<file path="src/rtl/adpcm_pkg.sv">
package adpcm_pkg;

    localparam int SAMPLE_W   = 16;
    localparam int CODE_W     = 4;
    localparam int IDX_W      = CODE_W - 1;
    localparam int STEP_MIN   = 127;
    localparam int STEP_MAX   = 24576;
    localparam int STEP_W     = $clog2(STEP_MAX + 1);
    localparam int MUL_W      = 10;
    localparam int MUL_SHIFT  = 8;
    localparam int WGT_W      = IDX_W + 1;
    localparam int WGT_SHIFT  = 3;
    localparam int SAMPLE_MAX = (1 << (SAMPLE_W - 1)) - 1;
    localparam int SAMPLE_MIN = -SAMPLE_MAX - 1;

    typedef struct packed {
        logic             neg;
        logic [IDX_W-1:0] idx;
    } code_t;

    typedef struct packed {
        logic signed [SAMPLE_W-1:0] sample;
        logic        [STEP_W-1:0]   step;
    } dec_state_t;

    function automatic logic [MUL_W-1:0] step_mult(input logic [IDX_W-1:0] idx);
        logic [MUL_W-1:0] m;
        case (idx)
            3'd4:    m = MUL_W'(307);
            3'd5:    m = MUL_W'(409);
            3'd6:    m = MUL_W'(512);
            3'd7:    m = MUL_W'(614);
            default: m = MUL_W'(230);
        endcase
        return m;
    endfunction

    function automatic logic [WGT_W-1:0] odd_weight(input logic [IDX_W-1:0] idx);
        return {idx, 1'b1};
    endfunction

endpackage

</file>
<file path="src/rtl/adpcm_nibble_pick.sv">
module adpcm_nibble_pick
    import adpcm_pkg::*;
#(
    parameter int BYTE_W = 2 * CODE_W
) (
    input  logic [BYTE_W-1:0] byte_i,
    input  logic              odd_i,
    output code_t             code_o
);
    localparam int NIBBLES = BYTE_W / CODE_W;

    logic [CODE_W-1:0] lanes [NIBBLES];

    for (genvar g = 0; g < NIBBLES; g++) begin : g_lane
        assign lanes[g] = byte_i[g*CODE_W +: CODE_W];
    end

    always_comb begin
        code_o = code_t'(lanes[0]);
        if (odd_i) code_o = code_t'(lanes[NIBBLES-1]);
    end
endmodule

</file>
<file path="src/rtl/adpcm_step_calc.sv">
module adpcm_step_calc
    import adpcm_pkg::*;
(
    input  dec_state_t cur_i,
    input  code_t      code_i,
    output dec_state_t nxt_o
);
    localparam int WP_W  = STEP_W + WGT_W;
    localparam int MP_W  = STEP_W + MUL_W;
    localparam int SUM_W = SAMPLE_W + 2;

    localparam logic [WP_W-1:0]         DIFF_CAP = WP_W'(SAMPLE_MAX);
    localparam logic [MP_W-1:0]         STEP_HI  = MP_W'(STEP_MAX);
    localparam logic [MP_W-1:0]         STEP_LO  = MP_W'(STEP_MIN);
    localparam logic signed [SUM_W-1:0] SAT_HI   = SUM_W'(SAMPLE_MAX);
    localparam logic signed [SUM_W-1:0] SAT_LO   = SUM_W'(SAMPLE_MIN);

    logic [WP_W-1:0]         wprod, wshift;
    logic [SAMPLE_W-1:0]     diff;
    logic [MP_W-1:0]         mprod, mshift;
    logic signed [SUM_W-1:0] ext_prev, ext_diff, total;

    always_comb begin
        wprod  = {{WGT_W{1'b0}}, cur_i.step} * {{STEP_W{1'b0}}, odd_weight(code_i.idx)};
        wshift = wprod >> WGT_SHIFT;
        diff   = (wshift > DIFF_CAP) ? DIFF_CAP[SAMPLE_W-1:0] : wshift[SAMPLE_W-1:0];
    end

    always_comb begin
        ext_prev = {{2{cur_i.sample[SAMPLE_W-1]}}, cur_i.sample};
        ext_diff = signed'({2'b00, diff});
        total    = code_i.neg ? (ext_prev - ext_diff) : (ext_prev + ext_diff);
        if (total > SAT_HI)      nxt_o.sample = SAT_HI[SAMPLE_W-1:0];
        else if (total < SAT_LO) nxt_o.sample = SAT_LO[SAMPLE_W-1:0];
        else                     nxt_o.sample = total[SAMPLE_W-1:0];
    end

    always_comb begin
        mprod  = {{MUL_W{1'b0}}, cur_i.step} * {{STEP_W{1'b0}}, step_mult(code_i.idx)};
        mshift = mprod >> MUL_SHIFT;
        if (mshift > STEP_HI)      nxt_o.step = STEP_HI[STEP_W-1:0];
        else if (mshift < STEP_LO) nxt_o.step = STEP_LO[STEP_W-1:0];
        else                       nxt_o.step = mshift[STEP_W-1:0];
    end
endmodule

</file>
<file path="src/rtl/adpcm_nibble_decoder.sv">
module adpcm_nibble_decoder
    import adpcm_pkg::*;
(
    input  logic                       clk,
    input  logic                       rst,
    input  logic                       restart,
    input  logic                       in_valid,
    input  logic [2*CODE_W-1:0]        in_byte,
    input  logic                       in_odd,
    output logic                       out_valid,
    output logic signed [SAMPLE_W-1:0] out_sample
);
    code_t      code;
    dec_state_t cur_q, nxt;
    logic       accept;

    assign accept = in_valid & ~restart;

    adpcm_nibble_pick u_pick (
        .byte_i (in_byte),
        .odd_i  (in_odd),
        .code_o (code)
    );

    adpcm_step_calc u_calc (
        .cur_i  (cur_q),
        .code_i (code),
        .nxt_o  (nxt)
    );

    always_ff @(posedge clk) begin
        if (rst || restart) begin
            cur_q.sample <= '0;
            cur_q.step   <= STEP_W'(STEP_MIN);
            out_valid    <= 1'b0;
            if (rst) out_sample <= '0;
        end else if (accept) begin
            cur_q      <= nxt;
            out_valid  <= 1'b1;
            out_sample <= nxt.sample;
        end else begin
            out_valid <= 1'b0;
        end
    end

    // valid appears one cycle after an accepted code
    a_r7_valid_follows: assert property (@(posedge clk) disable iff (rst)
        accept |=> out_valid);
    a_r7_no_spurious: assert property (@(posedge clk) disable iff (rst)
        !accept |=> !out_valid);
    // restart returns the state to its initial values
    a_r6_restart_clears: assert property (@(posedge clk) disable iff (rst)
        restart |=> (cur_q.sample == '0 && cur_q.step == STEP_W'(STEP_MIN)));
    // idle cycles hold the state and the output
    a_r8_idle_holds: assert property (@(posedge clk) disable iff (rst)
        (!in_valid && !restart) |=> ($stable(out_sample) && $stable(cur_q)));
    // a positive code never lowers the sample
    a_r3_positive_rises: assert property (@(posedge clk) disable iff (rst)
        (accept && !code.neg) |=> (out_sample >= $past(cur_q.sample)));
    // step stays inside its window
    a_r5_step_window: assert property (@(posedge clk) disable iff (rst)
        (cur_q.step >= STEP_W'(STEP_MIN) && cur_q.step <= STEP_W'(STEP_MAX)));
endmodule

</file>
<file path="config.mk">
export PLATFORM = sky130hd
export DESIGN_NAME = adpcm_nibble_decoder
export DESIGN_NICKNAME = d
export VERILOG_FILES = /design/src/rtl/adpcm_pkg.sv /design/src/rtl/adpcm_nibble_pick.sv /design/src/rtl/adpcm_step_calc.sv /design/src/rtl/adpcm_nibble_decoder.sv
export SDC_FILE = /design/constraint.sdc
export NUM_CORES = 1
export LEC_CHECK = 0
export CORE_UTILIZATION = 61
export DETAILED_ROUTE_END_ITERATION = 8
export GPL_TIMING_DRIVEN = 0
export PLACE_DENSITY = 0.79
export SYNTH_ARGS = -nofsm -noshare
export SYNTH_HDL_FRONTEND = slang
export SYNTH_SLANG_ARGS = --single-unit
</file>
<file path="constraint.sdc">
create_clock -name clk -period 11.15 [get_ports clk]
set_input_delay 2.23 -clock clk [delete_from_list [all_inputs] [get_ports clk]]
set_output_delay 2.23 -clock clk [all_outputs]
set_load 0.02 [all_outputs]
</file>
==> results_dict.tcl, run 1 <==
set metrics [dict create \
    global_route.usage.met2_pct 46.7 \
    critical_path.slowest_cell "sky130_fd_sc_hd__or4b_4" \
    synth.top_cells.by_area "sky130_fd_sc_hd__fa_1 (26%), sky130_fd_sc_hd__ha_1 (12%), sky130_fd_sc_hd__inv_1 (6.7%), sky130_fd_sc_hd__dfxtp_1 (6.6%), sky130_fd_sc_hd__edfxtp_1 (4.9%)" \
    num-nets-final 1424 \
    detailed_place_hpwl_mm 20.0 \
    clk_latency_ns 0.30 \
    count_of_maximum_capacitance_violations 0 \
    start_kind "input port" \
    avgViaCountPerCell 5.99 \
    layout.area.seq_sq_mm 0.00112 \
    netlist.area_leader.share_pct 26.3 \
    synth.distinct_cells 79 \
    crit_fanout 10 \
    pin_count 30 \
    grt_use_met1_pct 45.2 \
    syn-cell-area_sq_mm 0.00974 \
    synth-seq-cells 48 \
    numClockSinks 48 \
    clock_tree_skew_after_final_layout_ns 0.00985 \
    detailedRoute.firstIterationViolations 1101 \
    first_pass_grt_wire_length_mm 39.6 \
    initial_core_util_pct 63.3 \
    cts.path.max_buffers 2 \
    final-instance-count-excl-fill 1398 \
    drt-pass1-iter-count 6 \
    ys_async_sr_fraction_pct 0 \
    wl_per_cell_um 17.1 \
    vias 8371 \
    clk_transition_reported_paths_ns 0.07 \
    hold_viol_final 0 \
    max_slew.worst_pin.slew_ns 1.06 \
    timing.critical_path.buf_inv 8 \
    yosys.cell_count.top_type "sky130_fd_sc_hd__inv_1" \
    pre_cts_ws_ns -1.09 \
    maxSlewHeadroom_pct 29.0 \
    diodes 0 \
    max_stage_delay_ns 0.59 \
    criticalPathCategory "in -> reg" \
    holdCritPathClass "reg -> reg" \
    global_route.peak_usage_layer "met2" \
    buffer_ports.inserted 28 \
    setup_tns_ns 0 \
    post_synthesis_cell_type_with_the_largest_combined_area "sky130_fd_sc_hd__fa_1" \
    slew_violations 0 \
    die_width_um 128 \
    outcome "finished, final reports clean" \
    routed_wl_mm 23.9 \
    edff_count_synth 16 \
    postRouteAntennaNets 0 \
    critPathTopFamily "simple AND/OR/NAND/NOR gates" \
    core_area_sq_mm 0.0154 \
    ctsHoldBuffers 0 \
    timing.critical_path.required_ns 11.19 \
    timing.critical_path.arrival_ns 10.78 \
    period_share_pct 96.3 \
    setup-violations-final 0 \
    postSynthCellCount 1151 \
    maximum_number_of_pins_on_one_net_before_global_route_repair 17 \
    placementRows 45 \
    first_global_vias 7885 \
    layout-drive-gt1-share_pct 4.89 \
    die-height_um 128 \
    ys_seq_area_share_pct 11.5 \
    synth_nets 1389 \
    drc_viols 0 \
    achievable-frequency_ghz 0.0931 \
    fin_hold_ws_ns 0.561 \
    critical_path_end_type "register" \
    cts.root.buffer_cell "sky130_fd_sc_hd__clkbuf_16" \
    die_area_sq_mm 0.0165 \
    gr-total-overflow 0 \
    synthesis.yosys.warnings 0 \
    syn_area_per_cell_sq_um 8.46 \
    grt_use_total_pct 30.7 \
    htree_num_levels 2 \
    multiInputGateArea_sq_mm 0.00784 \
    synth_top_cells_by_count "sky130_fd_sc_hd__inv_1 (173), sky130_fd_sc_hd__fa_1 (128), sky130_fd_sc_hd__ha_1 (97), sky130_fd_sc_hd__nor2_1 (96), sky130_fd_sc_hd__nand2_1 (88)" \
    antenna_violations_before_repair 0 \
    flow.area_growth_from_synthesis_pct 8.33 \
    dp.cells 1390 \
    n_fill_cell 1264 \
    cts_tree "built" \
    global_route.usage.met3_pct 5.41 \
    synth_flop_cell "sky130_fd_sc_hd__dfxtp_1" \
    min_cycle_time_layout_ns 10.74 \
    cts_made_buffers 5 \
    gpl.final_weighted_congestion 0.947 \
    finalWorstSetupSlack_ns 0.413 \
]
==> state kept, by name, summed over array words and instances (netlist names) <==
signal,cells
out_sample,16
out_valid,1
cur_q,31
==> per-stage QoR <==
stage	area (sq um)	util, %
2_1_floorplan	9740	-
6_report	10500	68.6
4_1_cts	10500	68.3
3_3_place_gp	10300	66.9
3_5_place_dp	10300	66.9
5_1_grt	10500	68.6
==> cell type report <==
type	count	share of cell area, %
plain buffers	39	1.71
clock buffers	6	1.42
clock inverters	2	0.368
inverters	173	6.16
multi-input cells	888	74.3
flip-flops and latches	48	10.6
well taps	211	2.50
repair buffers	31	2.87
==> routing by layer <==
layer / up-vias / wire, um
met5: - / 0
met4: 0 / 578
met3: 36 / 2080
met2: 341 / 10400
met1: 4038 / 10800
li1: 3956 / -
==> logic make-up after synthesis <==
family | Yosys count | synth area share (%)
muxes | 9 | 1.11
xor gates and xnor gates | 56 | 5.11
DFF | 48 | 11.5
adders and majority gates | 225 | 38.8
and+or+nand+nor | 333 | 16.8
AOI/OAI and AO/OA | 265 | 18.2
buffers and inverters | 215 | 8.49
==> final timing paths <==
kind / start / end / slack, ns / cells after the start
worst min-delay path: cur_q[15] / cur_q[15] / 0.56 / 2
worst max register to register: cur_q[2] / out_sample[5] / 3.09 / 34
worst min register to register: cur_q[15] / cur_q[15] / 0.56 / 2
worst max-delay path: in_byte[1] / out_sample[5] / 0.41 / 38
==> cells in the final DEF, fill, tap and decap left out, drive strengths merged, types with 10 or more instances in the layout <==
| master | count |
|---|---|
| a211oi | 15 |
| a21o | 20 |
| a21oi | 69 |
| a31o | 12 |
| and2 | 44 |
| buf | 11 |
| clkbuf | 37 |
| clkdlybuf4s50 | 28 |
| dfxtp | 32 |
| edfxtp | 16 |
| fa | 128 |
| ha | 97 |
| inv | 174 |
| nand2 | 88 |
| nand2b | 11 |
| nand3 | 26 |
| nor2 | 96 |
| nor3 | 14 |
| o211ai | 10 |
| o21a | 10 |
| o21ai | 60 |
| o31ai | 11 |
| xnor2 | 34 |
| xor2 | 22 |
==> worst min-delay path, delay by kind of cell, from the launching register on <==
family | cells | cell delay (ns)
flops | 1 | 0.31
compound gates | 2 | 0.20
==> what timing repair did <==
item                                    CTS  global route
endpoints found under the setup margin   30            41
gates resized for setup                   6            21
pin swaps                                 0             2
setup buffers                             0             3
Power of run 1 is not shown: default switching activity piles up to over one toggle a cycle in this logic, so the estimate is an artifact.
==> run 2, diff against run 1 <==
--- a/constraint.sdc
+++ b/constraint.sdc
@@ -3,2 +3,2 @@
 set_output_delay 2.23 -clock clk [all_outputs]
-set_load 0.02 [all_outputs]
+set_load 0.005 [all_outputs]
==> results of run 2 <==
The final DEF is identical to that of run 1; final timing and power are the same.
Power of run 2 is left out for the same reason.
==> run 3, diff against run 2 <==
Settings changed: DONT_BUFFER_PORTS set to 1, PLACE_DENSITY 0.79 to 0.77.
==> results_dict.tcl, run 3 (synthesis results as in run 1) <==
set metrics [dict create \
    outcome "finished, final reports clean" \
    die-height_um 128 \
    vias 8335 \
    max_stage_delay_ns 0.59 \
    gr-total-overflow 0 \
    critical_path_end_type "register" \
    maxSlewHeadroom_pct 24.7 \
    antenna_violations_before_repair 0 \
    postLayoutCellArea_sq_mm 0.0102 \
    worstHoldStart "cur_q[20]" \
    cts_made_buffers 5 \
    criticalPathCategory "in -> reg" \
    ctsHoldBuffers 0 \
    diodes 0 \
    achievable-frequency_ghz 0.0944 \
    layout_common_cells "sky130_fd_sc_hd__inv_1 (173), sky130_fd_sc_hd__fa_1 (128), sky130_fd_sc_hd__ha_1 (97)" \
    pin_count 30 \
    dpl-instance-area_sq_mm 0.0100 \
    drc_viols 0 \
    routed_wl_mm 23.9 \
    initial_core_util_pct 63.3 \
    die_area_sq_mm 0.0165 \
    slew_violations 0 \
    largest_reg_flops 31 \
    avgViaCountPerCell 6.09 \
    placementRows 45 \
    pre_cts_ws_ns -0.747 \
    max_slew.worst_pin.slew_ns 1.11 \
    clk_latency_ns 0.29 \
    cts.root.buffer_cell "sky130_fd_sc_hd__clkbuf_16" \
    wl_per_cell_um 17.4 \
    register_with_the_most_flip_flops "cur_q" \
    critical_path.slowest_cell "sky130_fd_sc_hd__or4b_4" \
    count_of_maximum_capacitance_violations 0 \
    cts_tree "built" \
    maximum_number_of_pins_on_one_net_before_global_route_repair 17 \
    detailedRoute.firstIterationViolations 815 \
    buffer_ports.inserted 0 \
    die_width_um 128 \
    layout-drive-gt1-share_pct 4.32 \
    flow.area_growth_from_synthesis_pct 4.91 \
    min_cycle_time_layout_ns 10.59 \
    layout_top_registers "cur_q: 31 flops, out_sample: 16 flops, out_valid: 1 flops" \
    first_global_vias 8118 \
    layout_commonest_cell "sky130_fd_sc_hd__inv_1" \
    crit_fanout 10 \
    critical-path-top-cell-by-count "sky130_fd_sc_hd__nand2_1" \
    htree_num_levels 2 \
    numClockSinks 48 \
    grt_use_total_pct 31.1 \
    start_kind "input port" \
    finalWorstSetupSlack_ns 0.559 \
    core_area_sq_mm 0.0154 \
    num-nets-final 1395 \
    detailed_place_hpwl_mm 20.1 \
    timing.critical_path.buf_inv 7 \
    clk_transition_reported_paths_ns 0.06 \
    critPathTopFamily "simple AND/OR/NAND/NOR gates" \
    worstSetupStartpoint "in_odd" \
    holdCritPathClass "reg -> reg" \
    critical_path.reg2reg.startpoint "cur_q[4]" \
    timing.critical_path.required_ns 11.19 \
    hold_viol_final 0 \
    first_pass_grt_wire_length_mm 40.1 \
    period_share_pct 95.0 \
    fin_hold_ws_ns 0.553 \
    drt-pass1-iter-count 5 \
    gpl.final_weighted_congestion 0.969 \
    setup-violations-final 0 \
    n_fill_cell 1293 \
    postRouteAntennaNets 0 \
    clock_tree_skew_after_final_layout_ns 0.00922 \
    cts.path.max_buffers 2 \
    timing.critical_path.arrival_ns 10.63 \
]
==> run 3: stage by stage <==
stage	utilization, %	std cells	setup TNS [ns]
global route	66.5	1369	-0.187
CTS	66.2	1370	0
floorplan	-	1151	0
detailed placement	65.1	1362	-21.01
global placement	65.1	1362	-18.91
finish	66.5	1369	0
==> run 3: final timing paths <==
kind | endpoint | slack [ns] | cells after the start
min | cur_q[20] | 0.55 | 2
max reg2reg | out_sample[7] | 2.99 | 33
min reg2reg | cur_q[20] | 0.55 | 2
max | out_sample[7] | 0.56 | 37
==> run 3: per-layer routing <==
layer / up-vias / global-route usage, % / part of all wire, %
met3: 42 / 5.07 / 8.4
met1: 4044 / 45.1 / 45
met2: 348 / 48.9 / 44
met5: - / 0 / 0
li1: 3901 / - / -
met4: 0 / 7.40 / 2.0
==> run 3: final cells by class <==
class                      count  area (sq um)  share of cell area (%)
timing repair buffer           2          15.0                   0.147
clock inverter                 2          12.5                   0.122
multi-input combinational    888          7830                    76.6
buffer                        39           178                    1.74
sequential                    48          1120                    11.0
tap                          211           264                    2.58
clock buffer                   6           150                    1.47
inverter                     173           649                    6.36
==> run 3: tightest hold or removal path: stages, from the launching register on <==
cell	delay, ns
sky130_fd_sc_hd__dfxtp_1	0.31
sky130_fd_sc_hd__o21ai_0	0.15
sky130_fd_sc_hd__a21oi_1	0.05
==> run 3: repair_timing <==
item / CTS / global route
pin swaps: 0 / 1
gates resized for setup: 4 / 14
setup endpoints to repair: 30 / 31
setup buffers: 0 / 2
Power of run 3 is left out for the same reason.
